<file path="src/rtl/tick_pkg.sv">
package tick_pkg;
  typedef enum logic [2:0] {
    CMD_NONE      = 3'd0,
    CMD_MASK_SET  = 3'd1,
    CMD_MASK_CLR  = 3'd2,
    CMD_SRC_TIMER = 3'd3,
    CMD_SRC_EVENT = 3'd4
  } tick_cmd_e;
endpackage

</file>
<file path="src/rtl/tick_prescaler.sv">
module tick_prescaler #(
  parameter int PRE_W = 6
) (
  input  logic clk,
  input  logic rst,
  input  logic clr,
  output logic tick
);
  logic [PRE_W-1:0] div_q;

  always_ff @(posedge clk) begin
    if (rst || clr) div_q <= '0;
    else            div_q <= div_q + 1'b1;
  end

  // The last state before the divider folds back to zero: the next edge is edge 2**PRE_W.
  assign tick = &div_q;
endmodule

</file>
<file path="src/rtl/tick_edge_sync.sv">
module tick_edge_sync #(
  parameter int STAGES = 2
) (
  input  logic clk,
  input  logic rst,
  input  logic pin,
  output logic rise
);
  logic [STAGES:0] sh_q;

  always_ff @(posedge clk) begin
    if (rst) sh_q <= '0;
    else     sh_q <= {sh_q[STAGES-1:0], pin};
  end

  assign rise = sh_q[STAGES-1] & ~sh_q[STAGES];
endmodule

</file>
<file path="src/rtl/tick_counter.sv">
module tick_counter #(
  parameter int CNT_W = 4
) (
  input  logic             clk,
  input  logic             rst,
  input  logic             load,
  input  logic [CNT_W-1:0] load_val,
  input  logic             step,
  output logic [CNT_W-1:0] count,
  output logic             wrap
);
  always_ff @(posedge clk) begin
    if (rst)       count <= '0;
    else if (load) count <= load_val;
    else if (step) count <= count + 1'b1;
  end

  assign wrap = step & ~load & (&count);
endmodule

</file>
<file path="src/rtl/tick_timer4.sv">
module tick_timer4
  import tick_pkg::*;
#(
  parameter int PRE_W       = 6,
  parameter int CNT_W       = 4,
  parameter int SYNC_STAGES = 2
) (
  input  logic             clk,
  input  logic             rst,
  input  logic [2:0]       cmd,
  input  logic             load_en,
  input  logic [CNT_W-1:0] load_val,
  input  logic             ext_pin,
  input  logic             irq_ack,
  output logic [CNT_W-1:0] count_q,
  output logic             src_q,
  output logic             mask_q,
  output logic             irq_req,
  output logic             wrap_q
);
  logic pre_tick;
  logic ext_rise;
  logic step;
  logic wrap_evt;
  logic mask_d;

  tick_prescaler #(.PRE_W(PRE_W)) u_pre (
    .clk(clk), .rst(rst), .clr(load_en), .tick(pre_tick)
  );

  tick_edge_sync #(.STAGES(SYNC_STAGES)) u_sync (
    .clk(clk), .rst(rst), .pin(ext_pin), .rise(ext_rise)
  );

  assign step = src_q ? ext_rise : pre_tick;

  tick_counter #(.CNT_W(CNT_W)) u_cnt (
    .clk(clk), .rst(rst), .load(load_en), .load_val(load_val),
    .step(step), .count(count_q), .wrap(wrap_evt)
  );

  // The rollover sets the mask first; an explicit command then overrides it.
  always_comb begin
    mask_d = mask_q;
    if (wrap_evt)                  mask_d = 1'b1;
    if (cmd == CMD_MASK_SET)       mask_d = 1'b1;
    else if (cmd == CMD_MASK_CLR)  mask_d = 1'b0;
  end

  always_ff @(posedge clk) begin
    if (rst) begin
      src_q   <= 1'b0;
      mask_q  <= 1'b0;
      irq_req <= 1'b0;
      wrap_q  <= 1'b0;
    end else begin
      wrap_q <= wrap_evt;
      mask_q <= mask_d;
      if (cmd == CMD_SRC_TIMER)      src_q <= 1'b0;
      else if (cmd == CMD_SRC_EVENT) src_q <= 1'b1;
      if (wrap_evt && !mask_q) irq_req <= 1'b1;
      else if (irq_ack)        irq_req <= 1'b0;
    end
  end
endmodule

</file>
<file path="config.mk">
export PLATFORM = sky130hd
export DESIGN_NAME = tick_timer4
export DESIGN_NICKNAME = d
export VERILOG_FILES = /design/src/rtl/tick_pkg.sv /design/src/rtl/tick_prescaler.sv /design/src/rtl/tick_edge_sync.sv /design/src/rtl/tick_counter.sv /design/src/rtl/tick_timer4.sv
export SDC_FILE = /design/constraint.sdc
export NUM_CORES = 1
export LEC_CHECK = 0
export BUFFER_PORTS_ARGS = -buffer_cell sky130_fd_sc_hd__buf_2
export CAP_MARGIN = 20
export CORE_UTILIZATION = 44
export DETAILED_ROUTE_END_ITERATION = 10
export GPL_TIMING_DRIVEN = 0
export HOLD_SLACK_MARGIN = 0.02
export PLACE_DENSITY = 0.79
export SLEW_MARGIN = 20
export SYNTH_ARGS = -nofsm -noshare
export SYNTH_HDL_FRONTEND = slang
export SYNTH_SLANG_ARGS = --single-unit
export TNS_END_PERCENT = 10
</file>
<file path="constraint.sdc">
create_clock -name clk -period 1.3 [get_ports clk]
set_input_delay 0 -clock clk [delete_from_list [all_inputs] [get_ports clk]]
set_output_delay 0 -clock clk [all_outputs]
set_load 0.02 [all_outputs]
</file>
# After elaboration in Yosys (flattened, before gate mapping)
# Index checks and enable logic that the tools add are counted.
# op_classes
eq_ne,4
addsub,2
reduce_logical,9
bitwise,5
muxes,8
# op_table
operator,n
4-bit two-way mux,2
"6-bit by 1-bit adder with 6-bit output, second input constant",1
"3-bit by 2-bit equality test with 1-bit output, second input constant",2
1-bit two-way mux,6
6-bit AND reduction,1
"4-bit by 1-bit adder with 4-bit output, second input constant",1
4-bit AND reduction,1
2-bit nonzero test,2
1-bit bitwise AND,3
"3-bit by 1-bit equality test with 1-bit output, second input constant",1
"3-bit equality test, second input constant",1
3-bit nonzero test,1
1-bit NOT,2
2-bit OR reduction,1
1-bit logical AND,1
1-bit zero test,1
1-bit logical OR,1
# totals
inputBits,12
register_bits,17
out_inout_bits,8
wordCells,35

# Logic depth before layout (Yosys ltp)
# logic_depth
word_depth,8
depth_mapped,5
depth_no_buf,5

# Modules after synthesis
# Synthesis repeated with hierarchy kept, for this count alone.
# unflattened
cells_unflattened,75
hier_area_um2,709.4
# modules_own_cells
mod,area_per_inst_um2,seq_area_each_um2,n_inst,cells_per_inst
tick_prescaler,234.0,120.1,1,26
tick_counter,215.2,80.1,1,24
tick_timer4,172.7,80.1,1,18
tick_edge_sync,87.6,60.1,1,7

# Least setup slack after synthesis
# OpenSTA, ideal clock, no wires.
# synth_timing
path_kind,register -> register
startpoint,reg u_pre.div_q[0]
endpoint,reg u_cnt.count[2]
setup_time_ps,104
path_stages_with_launch,6
n_path_buf,0
setup_slack_ps,-78
t_required_ps,1196
period_less_slack_ps,1378
arrival_ps,1274
path_cell_list,dfxtp_1 > ha_1 > nand4b_2 > o21ai_4 > a211oi_2 > a2111oi_2
# synth_between
elab_chain_cells,3
# synth_lines
item,line_no,source
from (decl),tick_prescaler.sv:9,logic [PRE_W-1:0] div_q;
from (signal assigned),tick_prescaler.sv:13,else div_q <= div_q + 1'b1;
6-bit AND reduction,tick_prescaler.sv:17,assign tick = &div_q;
1-bit two-way mux,tick_timer4.sv:35,assign step = src_q ? ext_rise : pre_tick;
2-bit nonzero test (no line),n/a,
to (signal assigned),tick_counter.sv:14,else if (load) count <= load_val;
to (signal assigned),tick_counter.sv:15,else if (step) count <= count + 1'b1;
to (decl),tick_counter.sv:9,"output logic [CNT_W-1:0] count,"
# Every way passes these cells.
# A chain may end at the register's enable or synchronous reset.

# Worst setup path after layout
# layout_timing
startpoint,reg u_pre.div_q[0]
endpoint,reg mask_q
# layout_between
elab_chain_cells,5
# layout_lines
item,line_no,source
6-bit AND reduction,tick_prescaler.sv:17,
1-bit two-way mux,tick_timer4.sv:35,
1-bit bitwise AND (2 in series),tick_counter.sv:18,assign wrap = step & ~load & (&count);
3-bit nonzero test (no line),n/a,
to (signal assigned),tick_timer4.sv:58,mask_q <= mask_d;
to (decl),tick_timer4.sv:17,"output logic mask_q,"
# Every way passes these cells.

==> run_results.csv <==
group,metric,value,unit
run_status,status,"finished, violations left",
run_status,violations,"negative setup slack",
cells_and_area,area_delta_synth_final,38.1,%
setup_path,endpoint_kind,"flop",
setup_path,critical_path_class,"reg -> reg",
cts,cts_buffer_depth,2,
synthesis,synth_cells,78,
pwr,switching_share,27.2,%
cts,clk_latency,0.30,ns
sta,finalSetupViolations,6,
detailed_routing,vias,743,
cells_and_area,final_layout_size_suffix_gt1_share,32.7,%
cells_and_area,n_antenna_cell,0,
floorplan,coreArea,1540,sq um
cts,cts_max_level,1,
cts,clockRootBuffer,"clkbuf_4",
synthesis,seq_area_frac_synth,45.5,%
cells_and_area,nets,128,
pwr,power_leakage,0.464,nW
sta,skew,0.00700,ns
synthesis,ys_ff_latch,17,
global_routing,grt_use_total,24.0,%
floorplan,start_util,48.5,%
floorplan,die_h,43.2,microns
synthesis,syn_area,748,sq um
sta,post-route-min-period,1.44,ns
run,max-cap-violations,0,
setup_path,worstPathMaxFanout,8,
sta,worst_pin_slew,0.482,ns
cells_and_area,fillCellCount,123,
detailed_routing,ant_nets,0,
sta,finalCritPeriodShare,111,%
placement,preCtsSetupSlack,-0.163,ns
sta,finalHoldViolCount,0,
setup_path,required,1.54,ns
cts,clock_sinks,17,
setup_path,critPathArrivalTime,1.68,ns
synthesis,synth.distinct_cells,31,
synthesis,yosys_warnings,0,
global_routing,grt-ovfl-total,0,
detailed_routing,vias_per_cell,5.76,
synthesis,avgSynthCellArea,9.59,sq um
pwr,fin_total_pwr,0.994,mW
cts,cts_tree,"built",
detailed_routing,drcViolationCount,0,
min_path,hold-path-cell-count,4,
pwr,p_seq_share,56.4,%
setup_path,critPathLaunchType,"flop",
placement,place.gp.congestion,0.782,
cts,cts_buffers,3,
global_routing,grt_start_max_net_pins,11,
detailed_routing,routed_wirelength,2010,microns
pwr,power_density,962,nW/um^2
sta,setup_slack,-0.140,ns
pwr,p_comb_share,14.2,%
detailed_routing,firstDrtPassIters,4,
global_routing,grt_pass1_vias,694,
pwr,p_int,0.724,mW
placement,io_buffers,19,
cells_and_area,final_util,67.0,%
global_routing,antenna_found_initial,0,
floorplan,dieWidth,43.2,microns
global_routing,grt_first_pass_wirelength,3230,microns
placement,dp_cells,113,
floorplan,rows,14,
sta,fmax,0.694,GHz
synthesis,syn_nets,92,
sta,slew_viol_final,0,
setup_path,rr_worst_depth,6,
cts,clkTransAtPathRegs,0.10,ns
pwr,netSwitchingPower,0.271,mW
floorplan,die_area,1870,sq um
cells_and_area,finalNonFillerCells,129,
pwr,clkPwrFrac,29.5,%
sta,slew_headroom,67.9,%
min_path,worstHoldPathType,"in -> reg",
sta,rsz0062_at_grt,"yes",
placement,place_hpwl,1240,microns
pwr,ir_worst_vdd,0.758,mV
detailed_routing,avgRoutedWirePerCell,15.6,microns
detailed_routing,drtIter0Drc,36,
floorplan,ioPinCount,20,
[cell usage after synthesis]
cell type,n,share of area (%)
o21ai_4,1,2.2
ha_1,2,3.3
o2111ai_1,1,1.2
nand3_1,4,2.7
o22ai_1,1,0.84
nand2b_1,1,0.84
o31ai_1,1,1.0
or3_1,1,0.84
nor3_1,1,0.67
mux2i_1,1,1.3
a31oi_1,1,0.84
or3b_2,1,1.2
nand3b_1,3,3.0
nand4b_2,1,2.0
and3_1,2,1.7
xor2_1,2,2.3
and4_2,1,1.3
dfxtp_1,17,45
a2111oi_2,1,2.0
a41oi_1,1,1.2
nand2_1,3,1.5
a21oi_1,3,2.0
clkbuf_1,2,1.0
nor2b_1,4,3.3
a2111oi_0,1,1.2
a211oi_2,2,3.3
or2_2,1,0.84
nor2_1,7,3.5
o21ai_0,3,2.0
inv_1,6,3.0
xnor2_1,2,2.3
[registers in the layout (all words and copies together) (netlist names)]
signal,cells
irq_req,1
src_q,1
u_pre.div_q,6
mask_q,1
u_cnt.count,4
u_sync.sh_q,3
wrap_q,1
[through the flow]
| step | instance area, sq um | TNS (ns) | hold slack, ns |
|---|---|---|---|
| floorplan | 772 | -0.0170 | 0.0777 |
| global placement | 887 | -0.310 | 0.209 |
| detailed placement | 887 | -0.551 | 0.247 |
| CTS | 1020 | -0.478 | 0.0410 |
| global route | 1030 | -1.11 | 0.0934 |
| finish | 1030 | -0.658 | 0.0393 |
[layer usage]
| metal | wire length [microns] | global-route usage, % |
|---|---|---|
| met4 | 53 | 9.70 |
| met5 | 0 | 0 |
| met3 | 106 | 7.23 |
| met2 | 1100 | 43.9 |
| met1 | 750 | 25.1 |
[critical path, cell delays in order (launching register included)]
cell	delay, ns
dfxtp_4	0.38
ha_4	0.15
nand4b_4	0.11
o21ai_4	0.30
buf_6	0.15
o2111ai_1	0.11
a31oi_1	0.17
[power by group through the flow]
stage / Sequential (mW) / Combinational [mW] / Clock (mW)
3_5_place_dp: 0.571 / 0.115 / 0
4_1_cts: 0.558 / 0.137 / 0.292
5_1_grt: 0.562 / 0.152 / 0.311
6_report: 0.560 / 0.141 / 0.293
3_3_place_gp: 0.569 / 0.107 / 0
2_1_floorplan: 0.582 / 0.0520 / 0
[path summary, 6_finish.rpt]
check	start	to	slack [ns]
setup reg to reg	u_pre.div_q[0]	mask_q	-0.14
hold reg to reg	u_pre.div_q[0]	u_pre.div_q[0]	0.46
hold / removal	cmd[0]	src_q	0.04
setup / recovery	u_pre.div_q[0]	mask_q	-0.14
[cell families (layout without fill, tap and decap cells)]
| logic type | after synthesis | in the layout | share of synthesized area [%] |
|---|---|---|---|
| XOR/XNOR | 4 | 4 | 4.68 |
| adder cells (fa/ha/maj) | 2 | 2 | 3.34 |
| AND/OR/NAND/NOR | 30 | 30 | 23.4 |
| AO/OA/AOI/OAI | 16 | 16 | 17.7 |
| flip-flops | 17 | 17 | 45.5 |
| multiplexers | 1 | 1 | 1.34 |
| buffers and inverters | 8 | 43 | 4.01 |
[timing repair]
| action | 4_1_cts | 5_1_grt |
|---|---|---|
| resized for setup | 1 | 1 |
| endpoints found under the hold margin | 7 | 0 |
| setup buffers | 2 | 1 |
| hold buffers | 9 | 0 |
| endpoints found under the setup margin | 6 | 7 |
| pin swaps | 4 | 4 |
[placed cells by master (no fill, tap or decap), types with 3 or more instances in the layout]
master	synthesis	final
nand3b_1	3	3
dlygate4sd3_1	0	9
clkbuf_4	0	3
nand3_1	4	4
buf_2	0	19
inv_1	6	6
o21ai_0	3	3
nand2_1	3	3
nor2b_1	4	4
a21oi_1	3	3
nor2_1	7	7
dfxtp_1	17	15
[area by class of cell]
| cell class | count | area, sq um | area share, % |
|---|---|---|---|
| inverters | 6 | 22.5 | 2.18 |
| multi-input cells | 53 | 399 | 38.6 |
| repair buffers | 31 | 211 | 20.5 |
| clock buffers | 3 | 22.5 | 2.18 |
| flip-flops and latches | 17 | 345 | 33.4 |
| clock inverters | 1 | 5.00 | 0.484 |
| well taps | 16 | 20.0 | 1.94 |
| plain buffers | 2 | 7.51 | 0.726 |
Power figures use the tool's default switching activity.
